$ cat src/rtl/tone_ctrl_pkg.sv
package tone_ctrl_pkg;

  localparam int REG_W = 8;

  // Strobes from bus control to the register bank, valid for one cycle.
  typedef struct packed {
    logic             setIdx;   // byteVal is a subaddress
    logic             wrData;   // byteVal is a data byte
    logic [REG_W-1:0] byteVal;
  } tciStrobe_t;

  // Power-on codes per register index.
  function automatic logic [REG_W-1:0] powerOnCode(input int idx);
    case (idx)
      0:       return 8'h02;  // second source
      1:       return 8'h0E;  // 28 dB gain
      2:       return 8'h38;  // volume muted
      3:       return 8'h07;  // bass flat
      4:       return 8'h0E;  // middle +2 dB
      5:       return 8'h0E;  // treble +2 dB
      6:       return 8'h78;  // right speaker muted
      7:       return 8'h78;  // left speaker muted
      default: return '0;
    endcase
  endfunction

endpackage

$ cat src/rtl/tci_bus_ctrl.sv
module tci_bus_ctrl
  import tone_ctrl_pkg::*;
#(
  parameter int               SYNC_STAGES = 2,
  parameter logic [REG_W-1:0] ADDR_BYTE   = 8'h88
) (
  input  logic       clk,
  input  logic       rstN,
  input  logic       sclIn,
  input  logic       sdaIn,
  output logic       ackDrive,
  output tciStrobe_t strobe
);

  localparam int CNT_W = $clog2(REG_W + 1);
  localparam logic [CNT_W-1:0] FULL_CNT = CNT_W'(REG_W);

  typedef enum logic [2:0] {ST_IDLE, ST_ADDR, ST_SUB, ST_DATA, ST_SKIP} busState_t;

  logic [SYNC_STAGES-1:0] sclSync, sdaSync;
  logic sclS, sdaS, sclP, sdaP;
  logic startSeen, stopSeen, sclRise, sclFall;
  busState_t st;
  logic [CNT_W-1:0] bitCnt;
  logic inAck;
  logic [REG_W-1:0] shReg;

  // Two-wire lines pass through a synchroniser chain, then one more stage for edges.
  always_ff @(posedge clk or negedge rstN) begin
    if (!rstN) begin
      sclSync <= '1;
      sdaSync <= '1;
      sclP    <= 1'b1;
      sdaP    <= 1'b1;
    end else begin
      sclSync <= {sclSync[SYNC_STAGES-2:0], sclIn};
      sdaSync <= {sdaSync[SYNC_STAGES-2:0], sdaIn};
      sclP    <= sclS;
      sdaP    <= sdaS;
    end
  end

  assign sclS      = sclSync[SYNC_STAGES-1];
  assign sdaS      = sdaSync[SYNC_STAGES-1];
  assign startSeen = sclS && sclP && sdaP && !sdaS;
  assign stopSeen  = sclS && sclP && !sdaP && sdaS;
  assign sclRise   = sclS && !sclP;
  assign sclFall   = !sclS && sclP;

  always_ff @(posedge clk or negedge rstN) begin
    if (!rstN) begin
      st       <= ST_IDLE;
      bitCnt   <= '0;
      inAck    <= 1'b0;
      ackDrive <= 1'b0;
      shReg    <= '0;
      strobe   <= '0;
    end else begin
      strobe.setIdx <= 1'b0;
      strobe.wrData <= 1'b0;
      if (startSeen) begin
        st       <= ST_ADDR;
        bitCnt   <= '0;
        inAck    <= 1'b0;
        ackDrive <= 1'b0;
      end else if (stopSeen) begin
        st       <= ST_IDLE;
        bitCnt   <= '0;
        inAck    <= 1'b0;
        ackDrive <= 1'b0;
      end else if (st == ST_ADDR || st == ST_SUB || st == ST_DATA) begin
        if (sclRise && !inAck && bitCnt != FULL_CNT) begin
          shReg  <= {shReg[REG_W-2:0], sdaS};
          bitCnt <= bitCnt + 1'b1;
        end else if (sclFall && inAck) begin
          inAck    <= 1'b0;
          ackDrive <= 1'b0;
        end else if (sclFall && bitCnt == FULL_CNT) begin
          bitCnt <= '0;
          case (st)
            ST_ADDR: begin
              if (shReg == ADDR_BYTE) begin
                inAck    <= 1'b1;
                ackDrive <= 1'b1;
                st       <= ST_SUB;
              end else begin
                st <= ST_SKIP;
              end
            end
            ST_SUB: begin
              inAck          <= 1'b1;
              ackDrive       <= 1'b1;
              strobe.setIdx  <= 1'b1;
              strobe.byteVal <= shReg;
              st             <= ST_DATA;
            end
            default: begin
              inAck          <= 1'b1;
              ackDrive       <= 1'b1;
              strobe.wrData  <= 1'b1;
              strobe.byteVal <= shReg;
            end
          endcase
        end
      end
    end
  end


  ack_scl_low_chk: assert property (@(posedge clk) disable iff (!rstN)
    $rose(ackDrive) |-> !sclS);


  skip_silent_chk: assert property (@(posedge clk) disable iff (!rstN)
    (st == ST_SKIP) |-> !ackDrive);


  stop_idle_chk: assert property (@(posedge clk) disable iff (!rstN)
    stopSeen && !startSeen |=> (st == ST_IDLE) && !ackDrive);


  bitcnt_range_chk: assert property (@(posedge clk) disable iff (!rstN)
    bitCnt <= FULL_CNT);


  strobe_excl_chk: assert property (@(posedge clk) disable iff (!rstN)
    $onehot0({strobe.setIdx, strobe.wrData}));

endmodule

$ cat src/rtl/tci_reg_bank.sv
module tci_reg_bank
  import tone_ctrl_pkg::*;
#(
  parameter int NUM_REGS = 8,
  parameter int IDX_W    = 4
) (
  input  logic                      clk,
  input  logic                      rstN,
  input  tciStrobe_t                strobe,
  output logic [NUM_REGS*REG_W-1:0] bankFlat
);

  logic [IDX_W-1:0] idx;
  logic             autoInc;
  logic [REG_W-1:0] bank [NUM_REGS];

  // Index and flag come from the subaddress; bits above the flag are dropped.
  always_ff @(posedge clk or negedge rstN) begin
    if (!rstN) begin
      idx     <= '0;
      autoInc <= 1'b0;
    end else if (strobe.setIdx) begin
      idx     <= strobe.byteVal[IDX_W-1:0];
      autoInc <= strobe.byteVal[IDX_W];
    end else if (strobe.wrData && autoInc) begin
      idx <= idx + 1'b1;
    end
  end

  for (genvar g = 0; g < NUM_REGS; g++) begin : gReg
    always_ff @(posedge clk or negedge rstN) begin
      if (!rstN)
        bank[g] <= powerOnCode(g);
      else if (strobe.wrData && idx == IDX_W'(g))
        bank[g] <= strobe.byteVal;
    end
    assign bankFlat[g*REG_W +: REG_W] = bank[g];
  end


  high_idx_drop_chk: assert property (@(posedge clk) disable iff (!rstN)
    strobe.wrData && (idx >= IDX_W'(NUM_REGS)) |=> $stable(bankFlat));


  no_write_hold_chk: assert property (@(posedge clk) disable iff (!rstN)
    !strobe.wrData |=> $stable(bankFlat));


  fixed_idx_chk: assert property (@(posedge clk) disable iff (!rstN)
    strobe.wrData && !autoInc |=> $stable(idx));

endmodule

$ cat src/rtl/tone_ctrl_i2c_target.sv
module tone_ctrl_i2c_target
  import tone_ctrl_pkg::*;
#(
  parameter int               SYNC_STAGES = 2,
  parameter logic [REG_W-1:0] ADDR_BYTE   = 8'h88,
  parameter int               NUM_REGS    = 8,
  parameter int               IDX_W       = 4
) (
  input  logic             clk,
  input  logic             rstN,
  input  logic             sclIn,
  input  logic             sdaIn,
  output logic             sdaPullLow,
  output logic [REG_W-1:0] srcSelect,
  output logic [REG_W-1:0] srcGain,
  output logic [REG_W-1:0] volumeCode,
  output logic [REG_W-1:0] bassCode,
  output logic [REG_W-1:0] midCode,
  output logic [REG_W-1:0] trebleCode,
  output logic [REG_W-1:0] spkRightCode,
  output logic [REG_W-1:0] spkLeftCode
);

  tciStrobe_t                strobe;
  logic [NUM_REGS*REG_W-1:0] bankFlat;

  tci_bus_ctrl #(
    .SYNC_STAGES(SYNC_STAGES),
    .ADDR_BYTE  (ADDR_BYTE)
  ) uCtrl (
    .clk     (clk),
    .rstN    (rstN),
    .sclIn   (sclIn),
    .sdaIn   (sdaIn),
    .ackDrive(sdaPullLow),
    .strobe  (strobe)
  );

  tci_reg_bank #(
    .NUM_REGS(NUM_REGS),
    .IDX_W   (IDX_W)
  ) uBank (
    .clk     (clk),
    .rstN    (rstN),
    .strobe  (strobe),
    .bankFlat(bankFlat)
  );

  assign srcSelect    = bankFlat[0*REG_W +: REG_W];
  assign srcGain      = bankFlat[1*REG_W +: REG_W];
  assign volumeCode   = bankFlat[2*REG_W +: REG_W];
  assign bassCode     = bankFlat[3*REG_W +: REG_W];
  assign midCode      = bankFlat[4*REG_W +: REG_W];
  assign trebleCode   = bankFlat[5*REG_W +: REG_W];
  assign spkRightCode = bankFlat[6*REG_W +: REG_W];
  assign spkLeftCode  = bankFlat[7*REG_W +: REG_W];

endmodule

$ cat config.mk
export PLATFORM = sky130hd
export DESIGN_NAME = tone_ctrl_i2c_target
export DESIGN_NICKNAME = d
export VERILOG_FILES = /design/src/rtl/tone_ctrl_pkg.sv /design/src/rtl/tci_bus_ctrl.sv /design/src/rtl/tci_reg_bank.sv /design/src/rtl/tone_ctrl_i2c_target.sv
export SDC_FILE = /design/constraint.sdc
export NUM_CORES = 1
export LEC_CHECK = 0
export BUFFER_PORTS_ARGS = -buffer_cell sky130_fd_sc_hd__buf_2
export CAP_MARGIN = 20
export CORE_MARGIN = 1
export CORE_UTILIZATION = 47
export CTS_CLUSTER_SIZE = 25
export DETAILED_ROUTE_END_ITERATION = 16
export GPL_TIMING_DRIVEN = 0
export PLACE_DENSITY = 0.71
export SYNTH_ARGS = -nofsm -noshare
export SYNTH_HDL_FRONTEND = slang
export SYNTH_HIERARCHICAL = 1
export SYNTH_SLANG_ARGS = --single-unit
$ cat constraint.sdc
create_clock -name clk -period 1.9 [get_ports clk]
set_clock_uncertainty 0.2 [all_clocks]
set_input_delay 0.475 -clock clk [delete_from_list [all_inputs] [get_ports clk]]
set_output_delay 0.475 -clock clk [all_outputs]
set_load 0.1 [all_outputs]
# Yosys cells after proc, flatten, opt, wreduce, memory -nomap -nowiden
# Cells that the tools add are included.
[totals]
register_bits = 101
output_inout_bits = 65
word_cells = 118
[op_classes]
n_addsub = 2
n_eq_ne = 17
muxes = 33
n_bitwise = 5
n_reduce_logical = 40
[op_table]
columns = ["op", "n"]
rows = [
  ["2-to-1 mux 10 bit", 6],
  ["2-to-1 mux 4 bit", 8],
  ["2-to-1 mux 3 bit", 7],
  ["logical AND 1 bit", 20],
  ["equality test 4 x 3 -> 1 bit (second input constant)", 4],
  ["nonzero test 4 bit", 3],
  ["2-to-1 mux 1 bit", 10],
  ["adder 4 x 1 -> 4 bit (second input constant)", 2],
  ["equality test 4 x 2 -> 1 bit (second input constant)", 2],
  ["equality test 8 bit (second input constant)", 1],
  ["2-to-1 mux 8 bit", 1],
  ["AND reduction 4 bit", 2],
  ["AND reduction 7 bit", 1],
  ["equality test 3 x 2 -> 1 bit (second input constant)", 2],
  ["!= test 3 x 1 -> 1 bit (second input constant)", 2],
  ["one-hot mux 3 bit (2 select lines)", 1],
  ["nonzero test 3 bit", 2],
  ["zero test 1 bit", 5],
  ["!= test 5 x 3 -> 1 bit (second input constant)", 1],
  ["NOT 1 bit", 5],
  ["AND reduction 5 bit", 1],
  ["equality test 4 x 1 -> 1 bit (second input constant)", 1],
  ["equality test 4 bit (second input constant)", 1],
  ["zero test 4 bit", 1],
  ["7 further kinds", 8],
]

# Longest topological paths before layout
# Gate-level depths: netlist of run 1.
[depth]
depth_word = 9
depth_mapped = 7
mapped_depth_nobuf = 6

# Modules after synthesis
# Netlist of run 1, hierarchy kept.
[by_module_without_submodules]
columns = ["mod", "instances", "cells_per_inst", "area_each_um2", "seq_area_each_um2"]
rows = [
  ["tci_reg_bank", 1, 174, 2924.1, 1756.7],
  ["tci_bus_ctrl", 1, 95, 1352.5, 808.3],
]

# Worst setup path before layout of run 1
# Ideal clock, no wire load.
[synth_timing]
path_type = "flip-flop to flip-flop"
from = "reg uCtrl.inAck"
to = "reg uCtrl.shReg[0]"
t_arrival_ns = 1.885
t_required_ns = 1.575
path_slack_ns = -0.310
path_stages_with_launch = 4
period_less_slack_ns = 2.210
path_cell_list = "dfrtp_1 > or4b_1 > buf_6 > mux2_4"
[synth_via]
elab_chain_len = 4
[synth_rtl]
columns = ["element", "line", "rtl"]
rows = [
  ["start: declaration", "tci_bus_ctrl.sv:25", "logic inAck;"],
  ["start signal: assignment", "tci_bus_ctrl.sv:54", "inAck <= 1'b0;"],
  ["start signal: assignment", "tci_bus_ctrl.sv:64", "inAck <= 1'b0;"],
  ["start signal: assignment", "tci_bus_ctrl.sv:69", "inAck <= 1'b0;"],
  ["zero test 1 bit", "tci_bus_ctrl.sv:72", "if (sclRise && !inAck && bitCnt != FULL_CNT) begin"],
  ["logical AND 1 bit (2 in series)", "tci_bus_ctrl.sv:72", ""],
  ["AND reduction 4 bit (no line)", "-", ""],
  ["end signal: assignment", "tci_bus_ctrl.sv:73", "shReg <= {shReg[REG_W-2:0], sdaS};"],
  ["end: declaration", "tci_bus_ctrl.sv:26", "logic [REG_W-1:0] shReg;"],
]
# No other way between the ends.
# A chain may end at the register's enable or synchronous reset.

# Worst setup path in the final report of run 1
[layout_timing]
from = "reg uCtrl.bitCnt[0]"
to = "reg uCtrl.shReg[3]"
[layout_via]
elab_chain_len = 3
[layout_rtl]
columns = ["element", "line", "rtl"]
rows = [
  ["start: declaration", "tci_bus_ctrl.sv:24", "logic [CNT_W-1:0] bitCnt;"],
  ["start signal: assignment", "tci_bus_ctrl.sv:74", "bitCnt <= bitCnt + 1'b1;"],
  ["!= test 4 bit", "tci_bus_ctrl.sv:72", ""],
  ["logical AND 1 bit", "tci_bus_ctrl.sv:72", ""],
  ["AND reduction 4 bit (no line)", "-", ""],
]
# No other way between the ends.

==> results.md, run 1 <==
- Outcome: finished, violations left
- Failing checks: setup timing
- Design area: 5300 µm²
- CP max stage delay: approximately 0.49 ns
- Clock share of power: 0.321
- CP Launch Point: uCtrl/bitCnt[0]$_DFFE_PN0P_
- Power Internal: around 3.1 mW
- Slew @ Worst Pin: 0.559 ns
- Met1 Wirelength: 3.69 mm
- Seq cells post-synth: 101
- Final worst slack: -0.0381 ns
- Synthesized Nets: 279
- Drt total wl: between 8 and 9 mm
- Combinational power share: 0.090
- Final Hold Fails: 0
- Max-cap violations: 0
- Sw Share: 0.240
- Global-route wire length before repair: roughly 13 mm
- Max Slew Vio Count: 0
- Share of cells above drive strength 1: 0.632
- Pin count of the biggest net entering global routing: between 60 and 70
- Final Power: 4.03 mW
- Vias per inst: 5.09
- Clk root buf: clkbuf_8
- Die area: 9480 µm²
- YS warnings: 6
- Synth-to-Final Area Change: 23.8%
- Rows: 34
- DR pass1 iterations: 4
- GRT Residual Overflow: 0
- Cells after Synth: 269
- Total track usage: 0.180
- Critical path fanouts, max: 5
- Die H: 97.4 µm
- Count of unique library cells instantiated by Yosys: 43
- Post-DP HPWL: ~5.3 mm
- Peak VDD IR: 0.602 mV
- Final Setup Violations: 8
- Placed Area: approximately 4800 µm²
- Setup TNS: -0.217 ns
- Critical Path AT: approximately 2 ns
- Leak: 2.77 nW
- Worst Hold End: uCtrl/sdaSync[1]$_DFF_PN1_
- Slew headroom: 0.627
- WL/cell: between 15 and 20 µm
- Reg2Reg Capture Point: uCtrl/shReg[3]$_DFFE_PN0P_
- Vias in the first global route: 2514
- Mean post-synth cell area: 15.9 µm²
- Count of flip-flops with a built-in enable after synthesis: 0
- CTS tree: done
- Syn Std Cell Area: ~4300 µm²
- Cells on worst reg2reg path: 6
- RSZ-0062 raised after global routing: yes
- Post-route DRC: 0
- Initial core utilization: 0.488
- Placement Setup Slack: -0.210 ns
- R2R setup slack: -0.04 ns
- Reg power frac: 0.588
- # IOs: 69
- Clock Latency Late Sink: 0.35 ns
- Fmax achieved: 516 MHz
- Post-synthesis sequential area ratio: 0.600
- IO Port Bufs: between 60 and 70
- Post-DRT Antenna Nets: 0
- Topmost layer with routed signal wires: met4
- GPL Wtd Cong: 0.762
- CP Launch Type: flop
- Final period utilization: 1.02
- Ys async rst share: 1.00
- Met3 Routed Length: 296 µm
- Hold Crit Start: uCtrl/sdaSync[0]$_DFF_PN1_
- Worst-path clk slew: 0.09 ns
- PwrDens: 760 nW/µm²
- Routed via count: 2431
- CP Cell Sequence: inv_2 -> ha_4 -> nand3b_4 -> or4b_4 -> buf_6 -> mux2_4
- NumNets Final: 375
- Die width: 97.4 µm
- Clock buffer depth: 2
- Fin util: 0.604
- Worst Hold Class: flop to flop
- Psw: 0.967 mW
- Post-layout min period: 1.94 ns
- CP max stage cell: or4b_4
- Worst EP required: slightly below 2 ns
- Layout fillers: slightly below 700
- R2r startpoint: uCtrl/bitCnt[0]$_DFFE_PN0P_
- Crit Path Class: flop to flop
- Min-Delay Path Depth: 0
- CTS Sinks: 101
- N_diodes: 0
- DRT iter0 DRCs: 84
- CP endpoint kind: flop
- CORE AREA: slightly below 9000 µm²
- Ys flop type: dfrtp_1
- Wire length on met2: 4.11 mm
- Clock buffer count from CTS: 9
- Antenna violations before repair: 0
- Htree depth: 3
## through the flow
stage                     hold slack, ns  std cells
after floorplan                  -0.0206        269
after detailed placement           0.148        446
final                              0.160        478
after CTS                          0.162        475
after global placement             0.146        445
after global routing               0.164        478
## layout make-up
class                   count  area (µm²)  area share
flip-flops and latches    101        2570       0.485
multi-input cells         152        1690       0.318
repair buffers             85         597       0.113
clock buffers              12         165      0.0312
well taps                 108         135      0.0255
plain buffers               8        86.3      0.0163
inverters                   8        30.0     0.00567
clock inverters             4        28.8     0.00543
## logic make-up after synthesis
logic type      Yosys count  synth area share
compound gates           17            0.0249
xor+xnor                  4           0.00819
mux                      84             0.249
simple gates             41            0.0761
buf+inv                  16            0.0249
flops                   101             0.600
fa+ha+maj                 6            0.0176
## critical path, delay by kind of cell (launching register included)
kind / cells / cell delay [ns]
multiplexers: 1 / 0.29
AND/OR/NAND/NOR: 2 / 0.59
buffers and inverters: 2 / 0.22
adder cells (fa/ha/maj): 1 / 0.16
flip-flops: 1 / 0.37
## layout by cell type, fill, tap and decap left out, types with 5 or more instances in the layout
master	instances
mux2_4	39
buf_6	11
o21ai_0	5
nor2_1	6
ha_1	5
nand2_1	6
dfstp_2	30
clkbuf_8	12
buf_2	42
dfrtp_1	70
mux2_2	39
buf_4	33
## power by group through the flow
stage	Clock (mW)	Combinational [mW]	Sequential, mW
floorplan	0	0.212	2.37
global placement	0	0.273	2.39
detailed placement	0	0.290	2.40
CTS	1.34	0.359	2.35
global route	1.42	0.395	2.38
finish	1.29	0.363	2.37
## layer usage
| layer | global-route usage | vias up |
|---|---|---|
| met5 | 0 | - |
| met4 | 0.0520 | 0 |
| met3 | 0.0446 | 6 |
| met2 | 0.299 | 51 |
| met1 | 0.235 | 1236 |
| li1 | - | 1138 |
## how the worst max path moves through the flow
stage | endpoint | slack (ns) | cells past startpoint
6_report | uCtrl/shReg[3]$_DFFE_PN0P_ | -0.04 | 6
5_1_grt | uCtrl/shReg[5]$_DFFE_PN0P_ | -0.08 | 6
4_1_cts | uCtrl/shReg[1]$_DFFE_PN0P_ | -0.03 | 6
3_5_place_dp | uCtrl/strobe[5]$_DFFE_PN0P_ | -0.21 | 7
3_3_place_gp | uCtrl/inAck$_DFFE_PN0P_ | -1.16 | 1
2_1_floorplan | uCtrl/shReg[0]$_DFFE_PN0P_ | -0.05 | 3
## flip-flops by register name (all words and copies together), names as in the netlist, 2 cells and up
name and flops:
uCtrl/bitCnt 4, uBank/bankFlat 64, uCtrl/strobe 10, uCtrl/shReg 8, uBank/idx 4, uCtrl/st 3
uCtrl/sdaSync 2, uCtrl/sclSync 2
## Yosys cell counts (2+ instances only)
| library cell | n | area [µm²] |
|---|---|---|
| dfrtp_1 | 71 | 1780 |
| nand3_1 | 4 | 20.0 |
| ha_1 | 6 | 75.1 |
| nand2b_1 | 2 | 12.5 |
| nand2_1 | 7 | 26.3 |
| mux2_4 | 32 | 480 |
| o21ai_0 | 5 | 25.0 |
| nor4b_1 | 2 | 17.5 |
| mux2i_1 | 2 | 20.0 |
| a21oi_1 | 4 | 20.0 |
| a22o_1 | 2 | 17.5 |
| mux2_2 | 39 | 439 |
| or4b_1 | 2 | 20.0 |
| dfstp_2 | 30 | 788 |
| xor2_1 | 2 | 17.5 |
| xnor2_1 | 2 | 17.5 |
| and2_1 | 3 | 18.8 |
| nand2_8 | 3 | 60.1 |
| nor2_1 | 6 | 22.5 |
| buf_6 | 6 | 67.6 |
| mux2_1 | 11 | 124 |
| inv_1 | 7 | 26.3 |
## repair_timing
action                                  in CTS  in global routing
endpoints found under the setup margin      46                 27
setup buffers                                9                  2
hold buffers                                 3                  0
endpoints found under the hold margin       34                  0
cloned                                       1                  1
resized for setup                           37                 18
pin swaps                                    4                  1
(Power assumes the default switching activity.)
==> run 2, diff against run 1 <==
--- a/config.mk
+++ b/config.mk
@@ -9,6 +9,7 @@
 export CAP_MARGIN = 20
 export CORE_MARGIN = 1
 export CORE_UTILIZATION = 47
+export CTS_BUF_LIST = sky130_fd_sc_hd__clkbuf_16
 export CTS_CLUSTER_SIZE = 25
 export DETAILED_ROUTE_END_ITERATION = 16
 export GPL_TIMING_DRIVEN = 0
==> results.md, run 2 (synthesis results as in run 1) <==
- CP Launch Type: flop
- Post-route DRC: 0
- Post-DRT Antenna Nets: 0
- Layout fillers: 683
- Critical path fanouts, max: 5
- Htree depth: 3
- Die area: 9480 µm²
- N_diodes: 0
- Synth-to-Final Area Change: 24.1%
- Initial core utilization: 0.488
- Fmax achieved: 514 MHz
- Post-layout min period: a little under 2 ns
- Die width: ~97 µm
- IO Port Bufs: around 70
- Worst-path clk slew: about 0.07 ns
- Clock buffer depth: 2
- Commonest non-fill, non-tap cell in the layout: dfrtp_1
- Outcome: finished, violations left
- R2r startpoint: uCtrl/bitCnt[0]$_DFFE_PN0P_
- Post-DP HPWL: roughly 5.3 mm
- Largest register FFs: 64
- Max-cap violations: 0
- CP max stage delay: 0.49 ns
- Clock Latency Late Sink: 0.34 ns
- Vias in the first global route: 2501
- Max Slew Vio Count: 0
- Routed via count: ~2400
- Final cell count without fillers: 475
- CORE AREA: 8760 µm²
- Slew @ Worst Pin: 0.554 ns
- CTS tree: done
- Final worst slack: -0.0437 ns
- Clock buffer count from CTS: 9
- CP Cell Sequence: inv_2 -> ha_4 -> nand3b_4 -> or4b_4 -> buf_6 -> mux2_4
- Critical Path AT: about 2 ns
- Final Hold Fails: 0
- Slew headroom: 0.631
- Hold Crit Start: sdaIn
- Global-route wire length before repair: 13.3 mm
- Die H: 97.4 µm
- WL/cell: 17.2 µm
- Worst EP required: around 1.9 ns
- Cell count after placement: 446
- GRT Residual Overflow: 0
- CP max stage cell: or4b_4
- NumNets Final: roughly 370
- GPL Wtd Cong: 0.762
- CP Launch Point: uCtrl/bitCnt[0]$_DFFE_PN0P_
- PwrDens: 822 nW/µm²
- Rows: 34
- Vias per inst: 5.13
- Worst Hold Class: input pin to flop
- RSZ-0062 raised after global routing: yes
- Failing checks: setup timing
- CP endpoint kind: flop
- Clk root buf: clkbuf_16
- Pin count of the biggest net entering global routing: 61
- Fin util: 0.606
- DRT iter0 DRCs: 83
- # IOs: approximately 70
- Leak: 2.77 nW
- Total track usage: 0.180
- Commonest cells after routing, fill and taps aside: 70 x dfrtp_1, 42 x buf_2, 39 x mux2_2, 39 x mux2_4, 35 x buf_4
- Antenna violations before repair: 0
- Share of cells above drive strength 1: 0.624
- Final Setup Violations: 8
- Final period utilization: 1.02
- Crit Path Class: flop to flop
- Drt total wl: 8.19 mm
- Peak VDD IR: 0.609 mV
- DR pass1 iterations: 4
- CTS Sinks: approximately 100
[run 2: cell count changes in the layout (fill, tap and decap cells not counted), sizes merged]
| cell | before | now |
|---|---|---|
| clkinv | 1 | 4 |
| clkbuf | 14 | 10 |
| dlygate4sd3 | 3 | 1 |
[run 2: path summary, 6_finish.rpt]
path,end,slack (ns),cells past startpoint
max,uCtrl/shReg[1]$_DFFE_PN0P_,-0.04,6
min,uCtrl/sdaSync[0]$_DFF_PN1_,0.03,1
max reg2reg,uCtrl/shReg[1]$_DFFE_PN0P_,-0.04,6
min reg2reg,uCtrl/sdaSync[1]$_DFF_PN1_,0.16,0
max in group asynchronous,uBank/bankFlat[25]$_DFFE_PN1P_,0.32,3
min in group asynchronous,uBank/bankFlat[36]$_DFFE_PN0P_,0.47,2
[run 2: what timing repair did]
action	in CTS	in global routing
hold buffers	1	0
cloned	1	1
resized for setup	35	17
endpoints found under the hold margin	32	0
setup endpoints to repair	46	24
pin swaps	4	1
buffers inserted	8	2
[run 2: power breakdown]
group	switching (mW)	total (mW)	internal [mW]
Combinational	0.142	0.357	0.215
Clock	0.761	1.64	0.876
Sequential	0.114	2.37	2.26
[run 2: worst max-delay path, delay by kind of cell, from the launching register on]
kind	cells	cell delay (ns)
DFF	1	0.37
buffers and inverters	2	0.22
muxes	1	0.29
adders and majority gates	1	0.16
and+or+nand+nor	2	0.59
[run 2: metrics by stage]
step                      setup slack, ns  setup TNS (ns)  hold WS, ns  area [µm²]  power (mW)
after global placement              -1.16          -71.95        0.146        4760        2.66
after CTS                         -0.0313          -0.195       0.0207        5230        4.40
after floorplan                   -0.0472          -0.566      -0.0206        4280        2.58
final                             -0.0437          -0.291       0.0309        5310        4.36
after global routing              -0.0893           -1.04       0.0141        5310        4.53
after detailed placement           -0.210           -2.45        0.148        4790        2.69
[run 2: final cells by class]
type                    instances  area (µm²)  share of cell area
plain buffers                   8        82.6              0.0156
clock buffers                   9         225              0.0424
clock inverters                 7        40.0             0.00754
inverters                       8        30.0             0.00566
multi-input cells             152        1680               0.317
flip-flops and latches        101        2570               0.484
well taps                     108         135              0.0255
repair buffers                 82         544               0.103
[run 2: metal layers]
| layer | global-route usage | share of wire | vias up |
|---|---|---|---|
| met5 | 0 | 0 | - |
| met4 | 0.0633 | 0.015 | 0 |
| met3 | 0.0374 | 0.035 | 14 |
| met2 | 0.293 | 0.50 | 51 |
| met1 | 0.238 | 0.45 | 1241 |
| li1 | - | - | 1133 |
